==> src/rtl/cfg_load_pkg.sv <==
package cfg_load_pkg;

  localparam int FLAG_W = 32;
  localparam int XD_BIT  = 13;
  localparam int CD_BIT  = 2;
  localparam int OVF_BIT = 18;
  localparam logic [FLAG_W-1:0] FATAL_MASK = 32'h0074_0040;
  localparam logic [FLAG_W-1:0] XD_MASK    = 32'h0000_2000;

  typedef enum logic [3:0] {
    S_IDLE, S_LPBK, S_STRB, S_WAIT_LO, S_WAIT_HI, S_CAPT, S_EVAL,
    S_FLUSH, S_RECLR, S_QCHK, S_CNT, S_XFER, S_WAIT_XD, S_WAIT_CD
  } seq_state_e;

  typedef enum logic [2:0] {
    F_NONE, F_INIT_LO, F_INIT_HI, F_FATAL, F_QFULL, F_QERR, F_XD_TMO, F_CD_TMO
  } fail_e;

endpackage

==> src/rtl/cfg_tmo_ctr.sv <==
module cfg_tmo_ctr #(
  parameter int SHORT_TMO = 1000,
  parameter int LONG_TMO  = 100000
) (
  input  logic clk,
  input  logic rst,
  input  logic restart_i,
  input  logic sel_long_i,
  output logic expired_o
);
  localparam int MAXV = (LONG_TMO > SHORT_TMO) ? LONG_TMO : SHORT_TMO;
  localparam int W = $clog2(MAXV + 1);
  localparam logic [W-1:0] SHORT_LAST = W'(SHORT_TMO - 1);
  localparam logic [W-1:0] LONG_LAST  = W'(LONG_TMO - 1);

  logic [W-1:0] cnt_q;

  always_ff @(posedge clk) begin
    if (rst || restart_i) cnt_q <= '0;
    else if (!expired_o)  cnt_q <= cnt_q + 1'b1;
  end

  assign expired_o = sel_long_i ? (cnt_q >= LONG_LAST) : (cnt_q >= SHORT_LAST);
endmodule

==> src/rtl/cfg_flag_eval.sv <==
module cfg_flag_eval
  import cfg_load_pkg::*;
(
  input  logic              clk,
  input  logic              rst,
  input  logic              cap_en_i,
  input  logic [FLAG_W-1:0] flags_i,
  output logic              fatal_o,
  output logic              ovf_o
);
  logic fatal_q, ovf_q;

  always_ff @(posedge clk) begin
    if (rst) begin
      fatal_q <= 1'b0;
      ovf_q   <= 1'b0;
    end else if (cap_en_i) begin
      fatal_q <= |(flags_i & FATAL_MASK);
      ovf_q   <= flags_i[OVF_BIT];
    end
  end

  assign fatal_o = fatal_q;
  assign ovf_o   = ovf_q;
endmodule

==> src/rtl/cfg_load_fsm.sv <==
module cfg_load_fsm
  import cfg_load_pkg::*;
#(
  parameter int LEN_W = 32
) (
  input  logic              clk,
  input  logic              rst,
  input  logic              start_i,
  input  logic              partial_i,
  input  logic [LEN_W-1:0]  bytes_i,
  input  logic              init_i,
  input  logic              qfull_i,
  input  logic              qempty_i,
  input  logic              dcnt_nz_i,
  input  logic              xd_flag_i,
  input  logic              cd_flag_i,
  input  logic              fatal_i,
  input  logic              ovf_i,
  input  logic              expired_i,
  output logic              restart_o,
  output logic              sel_long_o,
  output logic              cap_en_o,
  output logic              prog_n_o,
  output logic              iso_o,
  output logic              loop_clr_o,
  output logic              clr_o,
  output logic [FLAG_W-1:0] clr_mask_o,
  output logic              flush_o,
  output logic              cnt_clr_o,
  output logic              xreq_o,
  output logic [LEN_W-3:0]  words_o,
  output logic              busy_o,
  output logic              done_o,
  output logic              fail_o,
  output logic [2:0]        code_o
);
  localparam int WRD_W = LEN_W - 2;

  seq_state_e state_q, state_d;
  logic             part_q;
  logic [WRD_W-1:0] len_q;
  logic             prog_d;
  logic             go_fail;
  fail_e            fcode;
  logic             a_clr_all, a_clr_xd, a_loop, a_flush, a_cnt, a_xreq, a_done, a_iso;

  always_comb begin
    state_d   = state_q;
    prog_d    = prog_n_o;
    go_fail   = 1'b0;
    fcode     = F_NONE;
    a_clr_all = 1'b0;
    a_clr_xd  = 1'b0;
    a_loop    = 1'b0;
    a_flush   = 1'b0;
    a_cnt     = 1'b0;
    a_xreq    = 1'b0;
    a_done    = 1'b0;
    a_iso     = 1'b0;
    cap_en_o  = 1'b0;
    sel_long_o = 1'b0;
    unique case (state_q)
      S_IDLE:    if (start_i) state_d = S_LPBK;
      S_LPBK: begin
        a_loop = 1'b1;
        prog_d = 1'b1;
        if (part_q) state_d = S_CAPT;
        else begin
          a_iso   = 1'b1;
          state_d = S_STRB;
        end
      end
      S_STRB: begin
        prog_d  = 1'b0;
        state_d = S_WAIT_LO;
      end
      S_WAIT_LO: begin
        if (!init_i) begin
          prog_d  = 1'b1;
          state_d = S_WAIT_HI;
        end else if (expired_i) begin
          go_fail = 1'b1;
          fcode   = F_INIT_LO;
        end
      end
      S_WAIT_HI: begin
        if (init_i) state_d = S_CAPT;
        else if (expired_i) begin
          go_fail = 1'b1;
          fcode   = F_INIT_HI;
        end
      end
      S_CAPT: begin
        cap_en_o  = 1'b1;
        a_clr_all = 1'b1;
        state_d   = S_EVAL;
      end
      S_EVAL: begin
        if (fatal_i) begin
          if (ovf_i) state_d = S_FLUSH;
          else begin
            go_fail = 1'b1;
            fcode   = F_FATAL;
          end
        end else begin
          state_d = S_QCHK;
        end
      end
      S_FLUSH: begin
        a_flush = 1'b1;
        state_d = S_RECLR;
      end
      S_RECLR: begin
        a_clr_all = 1'b1;
        go_fail   = 1'b1;
        fcode     = F_FATAL;
      end
      S_QCHK: begin
        if (qfull_i) begin
          go_fail = 1'b1;
          fcode   = F_QFULL;
        end else if (!qempty_i && !xd_flag_i) begin
          go_fail = 1'b1;
          fcode   = F_QERR;
        end else begin
          a_clr_xd = !qempty_i;
          state_d  = S_CNT;
        end
      end
      S_CNT: begin
        a_cnt   = dcnt_nz_i;
        state_d = S_XFER;
      end
      S_XFER: begin
        a_xreq  = 1'b1;
        state_d = S_WAIT_XD;
      end
      S_WAIT_XD: begin
        sel_long_o = 1'b1;
        if (xd_flag_i) begin
          a_clr_xd = 1'b1;
          state_d  = S_WAIT_CD;
        end else if (expired_i) begin
          go_fail = 1'b1;
          fcode   = F_XD_TMO;
        end
      end
      S_WAIT_CD: begin
        if (cd_flag_i) begin
          a_done  = 1'b1;
          state_d = S_IDLE;
        end else if (expired_i) begin
          go_fail = 1'b1;
          fcode   = F_CD_TMO;
        end
      end
      default: state_d = S_IDLE;
    endcase
    if (go_fail) begin
      state_d = S_IDLE;
      prog_d  = 1'b1;
    end
  end

  assign restart_o = (state_d != state_q);

  always_ff @(posedge clk) begin
    if (rst) begin
      state_q    <= S_IDLE;
      part_q     <= 1'b0;
      len_q      <= '0;
      prog_n_o   <= 1'b1;
      iso_o      <= 1'b0;
      loop_clr_o <= 1'b0;
      clr_o      <= 1'b0;
      clr_mask_o <= '0;
      flush_o    <= 1'b0;
      cnt_clr_o  <= 1'b0;
      xreq_o     <= 1'b0;
      words_o    <= '0;
      busy_o     <= 1'b0;
      done_o     <= 1'b0;
      fail_o     <= 1'b0;
      code_o     <= 3'd0;
    end else begin
      state_q    <= state_d;
      prog_n_o   <= prog_d;
      loop_clr_o <= a_loop;
      flush_o    <= a_flush;
      cnt_clr_o  <= a_cnt;
      xreq_o     <= a_xreq;
      clr_o      <= a_clr_all | a_clr_xd;
      clr_mask_o <= a_clr_all ? {FLAG_W{1'b1}} : (a_clr_xd ? XD_MASK : '0);
      if (state_q == S_IDLE && start_i) begin
        part_q <= partial_i;
        len_q  <= bytes_i[LEN_W-1:2];
        busy_o <= 1'b1;
        done_o <= 1'b0;
        fail_o <= 1'b0;
        code_o <= 3'd0;
      end
      if (a_iso)  iso_o   <= 1'b1;
      if (a_xreq) words_o <= len_q;
      if (a_done) begin
        done_o <= 1'b1;
        busy_o <= 1'b0;
        if (!part_q) iso_o <= 1'b0;
      end
      if (go_fail) begin
        fail_o <= 1'b1;
        busy_o <= 1'b0;
        code_o <= fcode;
      end
    end
  end
endmodule

==> src/rtl/cfg_load_seq.sv <==
module cfg_load_seq
  import cfg_load_pkg::*;
#(
  parameter int LEN_W     = 32,
  parameter int CNT_W     = 2,
  parameter int SHORT_TMO = 1000,
  parameter int LONG_TMO  = 100000
) (
  input  logic              clk,
  input  logic              rst,
  input  logic              start_i,
  input  logic              partial_i,
  input  logic [LEN_W-1:0]  xfer_bytes_i,
  input  logic              init_stat_i,
  input  logic              cmdq_full_i,
  input  logic              cmdq_empty_i,
  input  logic [CNT_W-1:0]  done_cnt_i,
  input  logic [FLAG_W-1:0] irq_flags_i,
  output logic              prog_n_o,
  output logic              isolate_o,
  output logic              loopback_clr_o,
  output logic              flag_clr_o,
  output logic [FLAG_W-1:0] flag_clr_mask_o,
  output logic              rx_flush_o,
  output logic              done_cnt_clr_o,
  output logic              xfer_req_o,
  output logic [LEN_W-3:0]  xfer_words_o,
  output logic              busy_o,
  output logic              done_o,
  output logic              fail_o,
  output logic [2:0]        fail_code_o
);
  logic restart, sel_long, expired, cap_en, fatal, ovf;

  cfg_tmo_ctr #(.SHORT_TMO(SHORT_TMO), .LONG_TMO(LONG_TMO)) u_tmo (
    .clk(clk), .rst(rst), .restart_i(restart), .sel_long_i(sel_long), .expired_o(expired)
  );

  cfg_flag_eval u_flags (
    .clk(clk), .rst(rst), .cap_en_i(cap_en), .flags_i(irq_flags_i),
    .fatal_o(fatal), .ovf_o(ovf)
  );

  cfg_load_fsm #(.LEN_W(LEN_W)) u_fsm (
    .clk(clk), .rst(rst), .start_i(start_i), .partial_i(partial_i), .bytes_i(xfer_bytes_i),
    .init_i(init_stat_i), .qfull_i(cmdq_full_i), .qempty_i(cmdq_empty_i),
    .dcnt_nz_i(|done_cnt_i), .xd_flag_i(irq_flags_i[XD_BIT]), .cd_flag_i(irq_flags_i[CD_BIT]),
    .fatal_i(fatal), .ovf_i(ovf), .expired_i(expired),
    .restart_o(restart), .sel_long_o(sel_long), .cap_en_o(cap_en),
    .prog_n_o(prog_n_o), .iso_o(isolate_o), .loop_clr_o(loopback_clr_o),
    .clr_o(flag_clr_o), .clr_mask_o(flag_clr_mask_o), .flush_o(rx_flush_o),
    .cnt_clr_o(done_cnt_clr_o), .xreq_o(xfer_req_o), .words_o(xfer_words_o),
    .busy_o(busy_o), .done_o(done_o), .fail_o(fail_o), .code_o(fail_code_o)
  );
endmodule

==> config.mk <==
export PLATFORM = sky130hd
export DESIGN_NAME = cfg_load_seq
export DESIGN_NICKNAME = d
export VERILOG_FILES = /design/src/rtl/cfg_load_pkg.sv /design/src/rtl/cfg_tmo_ctr.sv /design/src/rtl/cfg_flag_eval.sv /design/src/rtl/cfg_load_fsm.sv /design/src/rtl/cfg_load_seq.sv
export SDC_FILE = /design/constraint.sdc
export NUM_CORES = 1
export LEC_CHECK = 0
export ABC_CLOCK_PERIOD_IN_PS = 6000
export BUFFER_PORTS_ARGS = -buffer_cell sky130_fd_sc_hd__buf_4
export CORE_MARGIN = 4
export CORE_UTILIZATION = 35
export CTS_BUF_LIST = sky130_fd_sc_hd__clkbuf_8
export DETAILED_ROUTE_END_ITERATION = 10
export GPL_TIMING_DRIVEN = 1
export HOLD_SLACK_MARGIN = 0.15
export REMOVE_ABC_BUFFERS = 1
export SLEW_MARGIN = 20
export SYNTH_ARGS = -nofsm -noshare
export SYNTH_HDL_FRONTEND = slang
export SYNTH_SLANG_ARGS = --single-unit
==> constraint.sdc <==
create_clock -name clk -period 6 [get_ports clk]
set_input_delay 0.3 -clock clk [delete_from_list [all_inputs] [get_ports clk]]
set_output_delay 0.3 -clock clk [all_outputs]
set_load 0.02 [all_outputs]
# Word-level counts from Yosys, hierarchy flattened

Cells that the tools add are included.

$add $sub $neg: 1
Order comparisons: 2
Equal/unequal tests: 15
Mux-type cells: 62
Bitwise logic cells: 2
Reduce and logical (&&, ||, !) cells: 16

Operators with widths:

| cell                                                  | number |
|---|---|
| case mux 4 bit (14 select lines)                      | 1 |
| two-way mux 4 bit                                     | 10 |
| two-way mux 3 bit                                     | 12 |
| two-way mux 32 bit                                    | 1 |
| two-way mux 1 bit                                     | 31 |
| == test 4 bit, second input constant                  | 6 |
| case mux 3 bit (7 select lines)                       | 1 |
| adder 17 x 1 -> 17 bit, second input constant         | 1 |
| >= comparator 17 x 10 -> 1 bit, second input constant | 1 |
| >= comparator 17 bit, second input constant           | 1 |
| == test 4 x 3 -> 1 bit, second input constant         | 4 |
| two-way mux 14 bit                                    | 1 |
| == test 4 x 2 -> 1 bit, second input constant         | 2 |
| OR reduction 2 bit                                    | 4 |
| case mux 1 bit (7 select lines)                       | 1 |
| OR reduction 5 bit                                    | 1 |
| == test 4 x 1 -> 1 bit, second input constant         | 1 |
| logical NOT 4 bit                                     | 1 |
| two-way mux 2 bit                                     | 2 |
| != test 4 bit                                         | 1 |
| nonzero test 2 bit                                    | 2 |
| case mux 1 bit (3 select lines)                       | 1 |
| nonzero test 3 bit                                    | 1 |
| OR reduction 3 bit                                    | 1 |
| other kinds (8)                                       | 10 |

Register bits after elaboration: 129
Bits of input ports: 73
Output and inout port bits: 75

# Longest topological paths before layout

Depth in word-level cells: 9
Gate-level depth with buffers: 9

# Hierarchy

A second synthesis with hierarchy kept.

Cell total of the unflattened synthesis: 576
Area, all modules: 4859.7 µm²

By module, submodules not included:

| module        | times used | cells an instance | area each (µm²) |
|---|---|---|---|
| cfg_load_fsm  | 1          | 442               | 3689.8 |
| cfg_tmo_ctr   | 1          | 125               | 1074.8 |
| cfg_flag_eval | 1          | 8                 | 88.8 |
| cfg_load_seq  | 1          | 1                 | 6.3 |

# Worst setup path before layout

Ideal clock, no wire load.

Path type: reg-to-reg
From: register u_tmo.cnt_q[11]
To: register u_tmo.cnt_q[11]
Setup time: 0.079 ns
Arrival time: 1.979 ns
Path slack: 3.942 ns
Cell stages (with the launch flop): 8
Path buffers: 1
Path through: dfxtp_1 -> nor4_2 -> o2111ai_1 -> a31o_1 -> o21a_1 -> buf_2 -> or4_1 -> a211oi_2

Longest elaborated chain between the ends: 8
Elaborated cells between the ends (all ways): 13
Those cells by class: add/sub: 1; order compare: 2; eq/ne: 1; mux: 8; reduce/logical: 1

RTL lines:

| element                                                                       | line                | RTL |
|---|---|---|
| start, declared                                                               | cfg_tmo_ctr.sv:16   | `logic [W-1:0] cnt_q;` |
| start signal, assigned                                                        | cfg_tmo_ctr.sv:20   | `else if (!expired_o) cnt_q <= cnt_q + 1'b1;` |
| >= comparator 17 x 10 -> 1 bit / >= comparator 17 bit (equally long branches) | cfg_tmo_ctr.sv:23   | `assign expired_o = sel_long_i ? (cnt_q >= LONG_LAST) : (cnt_q >= SHORT_LAST);` |
| two-way mux 1 bit                                                             | cfg_tmo_ctr.sv:23   |  |
| two-way mux 1 bit                                                             | --                  |  |
| two-way mux 1 bit (on tied branches)                                          | --                  |  |
| case mux 1 bit (7 select lines)                                               | cfg_load_fsm.sv:62  | `unique case (state_q)` |
| two-way mux 4 bit                                                             | cfg_load_fsm.sv:159 | `if (go_fail) begin` |
| != test 4 bit                                                                 | cfg_load_fsm.sv:165 | `assign restart_o = (state_d != state_q);` |
| logical OR 1 bit                                                              | cfg_tmo_ctr.sv:19   | `if (rst \|\| restart_i) cnt_q <= '0;` |

Several ways; a longest one is shown, not always the timed one.
A chain may end at the register's enable or synchronous reset.

# Worst setup path in the final report

From: register u_fsm.state_q[2]
To: register u_tmo.cnt_q[5]

Longest elaborated chain between the ends: 9
Elaborated cells between the ends (all ways): 35
Those cells by class: eq/ne: 14; mux: 19; reduce/logical: 2

RTL lines:

| element                              | line                | RTL |
|---|---|---|
| start, declared                      | cfg_load_fsm.sv:39  | `seq_state_e state_q, state_d;` |
| start signal, assigned               | cfg_load_fsm.sv:186 | `state_q <= state_d;` |
| == test 4 bit                        | cfg_load_fsm.sv:62  |  |
| two-way mux 1 bit                    | cfg_load_fsm.sv:62  |  |
| two-way mux 1 bit                    | cfg_tmo_ctr.sv:23   |  |
| two-way mux 1 bit                    | --                  |  |
| two-way mux 1 bit (on tied branches) | --                  |  |
| case mux 1 bit (7 select lines)      | cfg_load_fsm.sv:62  |  |
| two-way mux 4 bit                    | cfg_load_fsm.sv:159 |  |
| != test 4 bit                        | cfg_load_fsm.sv:165 |  |
| logical OR 1 bit                     | cfg_tmo_ctr.sv:19   |  |

Several ways; a longest one is shown, not always the timed one.

==> results by group <==
Timing
  – Setup-failing EPs final: 0
  – Fin Clk Skew: 13.5 ps
  – Setup TNS: 0 ps
  – Final Critical Period: 3320 ps
  – Tcrit/Tclk final: 0.553
  – Fin. max-slew vios: 0
  – Fmax: ~300 MHz
  – Final hold violations: 0
  – Slew HR: 0.390
  – Slew @ Worst Pin: around 910 ps
  – Unrepaired setup endpoints after global routing: false

Worst hold path
  – Hold Crit Start: xfer_bytes_i[9]
  – Min-delay worst type: in -> reg
  – Worst Hold Path EP: u_fsm.len_q[7]$_SDFFE_PP0P_
  – Cell depth of the worst hold path: 3

Power
  – Power Density: 322 mW/mm^2
  – Internal Power: 1.13 mW
  – P_sw: 0.612 mW
  – Leakage dissipation: 2.06 nW
  – Maximum vdd drop: 184 uV
  – Clk pwr share: 0.277
  – Comb pwr share: 0.257
  – Sequential share of power: 0.466
  – Switching Fraction: 0.351

Floorplan
  – I/O pins: 148
  – Die Y-Extent: 120 um
  – Core area: 0.0122 mm^2
  – Die X: 120 um
  – Row count: 40
  – Die area: 0.0144 mm^2
  – Initial core utilization: 0.361

CTS
  – Hold-fix buffers at CTS: 5
  – CTS tree: done
  – # resized after CTS: 0
  – Worst-skew pair later-pin latency: 370 ps
  – Clock Sink Count: 98
  – Clk root buf: clkbuf_8
  – H-tree lvl count: 3
  – Worst-path clk slew: approximately 100 ps
  – Setup Fix Bufs, Post-CTS: 0
  – CTS buffer count: 9
  – Clock Path Buffers: 2

Drt
  – Routed Wire Length: 11.4 mm
  – Starting DRT DRC Count: 342
  – Vias per inst: 5.08
  – First-pass DRT Iterations: 5
  – Wire length per cell: 14.2 um
  – Vias: 4077
  – Number of remaining DRC errors: 0
  – Final ANT Viol Nets: 0

Layout
  – Layout area overhead: 23.5%
  – Fillers: 1227
  – Post-route design area: roughly 0.0054 mm^2
  – Most common cell after layout, fill and taps aside: nand2_1
  – Share of cells above drive strength 1: 0.230
  – Commonest cells after routing, fill and taps aside: nand2_1, buf_4, dfxtp_1
  – # diodes: 0
  – Nets: 704

Worst setup path
  – Setup crit end kind: flip-flop
  – Worst r2r src: u_fsm.state_q[2]$_SDFF_PP0_
  – CP startpoint kind: flip-flop
  – WP data arrival: around 3500 ps
  – WS Path Type: reg -> reg
  – R2r worst-path depth: 6
  – FF-to-FF setup slack: roughly 2700 ps
  – Top fanout value on the critical path: 29
  – R2R Path End: u_tmo.cnt_q[5]$_SDFFE_PP0P_
  – Worst endpoint required time: 6210 ps

Logic synthesis
  – Primary FF master, synth: dfxtp_1
  – Ys Warns: 0
  – FFs w/ async S/R, synth: 0
  – Count of different cell masters after synthesis: 51
  – Synthesized cell area: 0.00439 mm^2
  – Post-synthesis cell count: 560
  – Post-synth EDFFs: 0
  – #FFs+latches synth: 98
  – Sequential area share after synthesis: 0.447
  – Mean area per synthesized cell: between 7 and 8 um^2

Global routing
  – GRT Residual Overflow: 0
  – GRT Overall Usage: 0.157
  – Vias in the first global route: 3834
  – Largest net degree at the start of global routing: 78
  – Antenna violations before repair: 0
  – First-pass GRT wire length: 18.6 mm

Outcome
  – Status: finished clean

Placed design
  – I/O Buffers: 120
  – DP Wirelength: about 7.6 mm
  – GPL Wtd Cong: 0.840
  – Area post-placement: 0.00514 mm^2

Flow run
  – Max cap viols: 0
## per-layer routing
metal,track usage,vias up,part of all wire
met5,0,-,0
met3,0.0316,14,0.057
met2,0.254,103,0.47
met1,0.207,1911,0.45
met4,0.0565,0,0.015
li1,-,2049,-
## cell type report
class,count,area (um^2),share of cell area
multi-input combinational,387,2020,0.373
inverter,5,18.8,0.00347
timing repair buffer,129,981,0.181
clock inverter,6,88.8,0.0164
sequential,98,1960,0.362
clock buffer,10,138,0.0254
tap,168,210,0.0388
## metrics by stage
| step | instances | setup WS, ps | util | hold WS [ps] | power (mW) |
|---|---|---|---|---|---|
| 2_1_floorplan | 490 | 1440 | - | 369 | 1.09 |
| 3_3_place_gp | 782 | 2830 | 0.423 | 435 | 1.26 |
| 3_5_place_dp | 782 | 2740 | 0.423 | 445 | 1.28 |
| 4_1_cts | 803 | 2740 | 0.445 | 151 | 1.76 |
| 5_1_grt | 803 | 2400 | 0.445 | 155 | 1.85 |
| 6_report | 803 | 2680 | 0.445 | 170 | 1.74 |
## worst max path at each step
stage	startpoint	end	slack, ps
final	u_fsm.state_q[2]$_SDFF_PP0_	u_tmo.cnt_q[5]$_SDFFE_PP0P_	2680
after global routing	u_fsm.state_q[2]$_SDFF_PP0_	u_fsm.state_q[1]$_SDFF_PP0_	2400
after global placement	u_fsm.state_q[2]$_SDFF_PP0_	u_tmo.cnt_q[0]$_SDFFE_PP0P_	2830
after detailed placement	u_fsm.state_q[2]$_SDFF_PP0_	u_tmo.cnt_q[5]$_SDFFE_PP0P_	2740
after floorplan	u_fsm.clr_mask_o[30]$_SDFF_PP0_	flag_clr_mask_o[0]	1440
after CTS	u_fsm.state_q[2]$_SDFF_PP0_	u_tmo.cnt_q[5]$_SDFFE_PP0P_	2740
## flip-flops by register name, indices dropped and copies added (netlist names)
name	flops
u_fsm.cnt_clr_o	1
u_fsm.len_q	30
u_fsm.fail_o	1
u_fsm.part_q	1
u_fsm.prog_n_o	1
u_fsm.done_o	1
u_fsm.clr_mask_o	1
u_fsm.flush_o	1
u_fsm.state_q	4
u_fsm.xreq_o	1
u_flags.fatal_o	1
u_fsm.iso_o	1
u_flags.ovf_o	1
u_fsm.busy_o	1
u_fsm.words_o	30
u_fsm.loop_clr_o	1
u_tmo.cnt_q	17
u_fsm.code_o	3
u_fsm.clr_o	1
## power groups by stage
stage               registers (mW)  logic, mW  clock network, mW
detailed placement           0.826      0.449                  0
global route                 0.828      0.494              0.529
CTS                          0.811      0.453              0.501
finish                       0.813      0.447              0.483
floorplan                    0.827      0.259                  0
global placement             0.819      0.440                  0
## worst max-delay path: stages, from the launching register on
cell and delay, ps:
dfxtp_1 820, nand2_1 250, o311ai_0 410, a31o_1 170, o21a_1 680, a21o_1 710, a211oi_1 120
## kinds of logic (layout without fill, tap and decap cells)
logic type	Yosys count	in the layout	synth area share
and+or+nand+nor	239	239	0.244
AOI/OAI and AO/OA	142	142	0.202
xor gates and xnor gates	3	3	0.00599
adders and majority gates	1	1	0.00285
DFF	98	98	0.447
muxes	2	2	0.00456
buffers and inverters	75	150	0.0933
## cells in the mapped netlist, types with 3 or more instances
| cell | count | area share |
|---|---|---|
| nand2_1 | 146 | 0.12 |
| dfxtp_1 | 98 | 0.45 |
| a21oi_1 | 74 | 0.084 |
| buf_4 | 31 | 0.053 |
| clkbuf_1 | 29 | 0.025 |
| nor2_1 | 21 | 0.018 |
| nor3_1 | 17 | 0.019 |
| a211oi_1 | 12 | 0.021 |
| o21ai_0 | 12 | 0.014 |
| buf_2 | 9 | 0.010 |
| nand2b_1 | 8 | 0.011 |
| nand3_1 | 8 | 0.0091 |
| or4_1 | 8 | 0.014 |
| o31ai_1 | 7 | 0.012 |
| or3_1 | 7 | 0.010 |
| a31oi_1 | 6 | 0.0086 |
| nand4_1 | 6 | 0.0086 |
| inv_1 | 5 | 0.0043 |
| nor2b_1 | 4 | 0.0057 |
| nor4_1 | 4 | 0.0057 |
| o22ai_1 | 4 | 0.0057 |
| and3_1 | 3 | 0.0043 |
| nand3b_1 | 3 | 0.0051 |
| xnor2_1 | 3 | 0.0060 |
No activity file was read; power rests on OpenSTA's default activity.
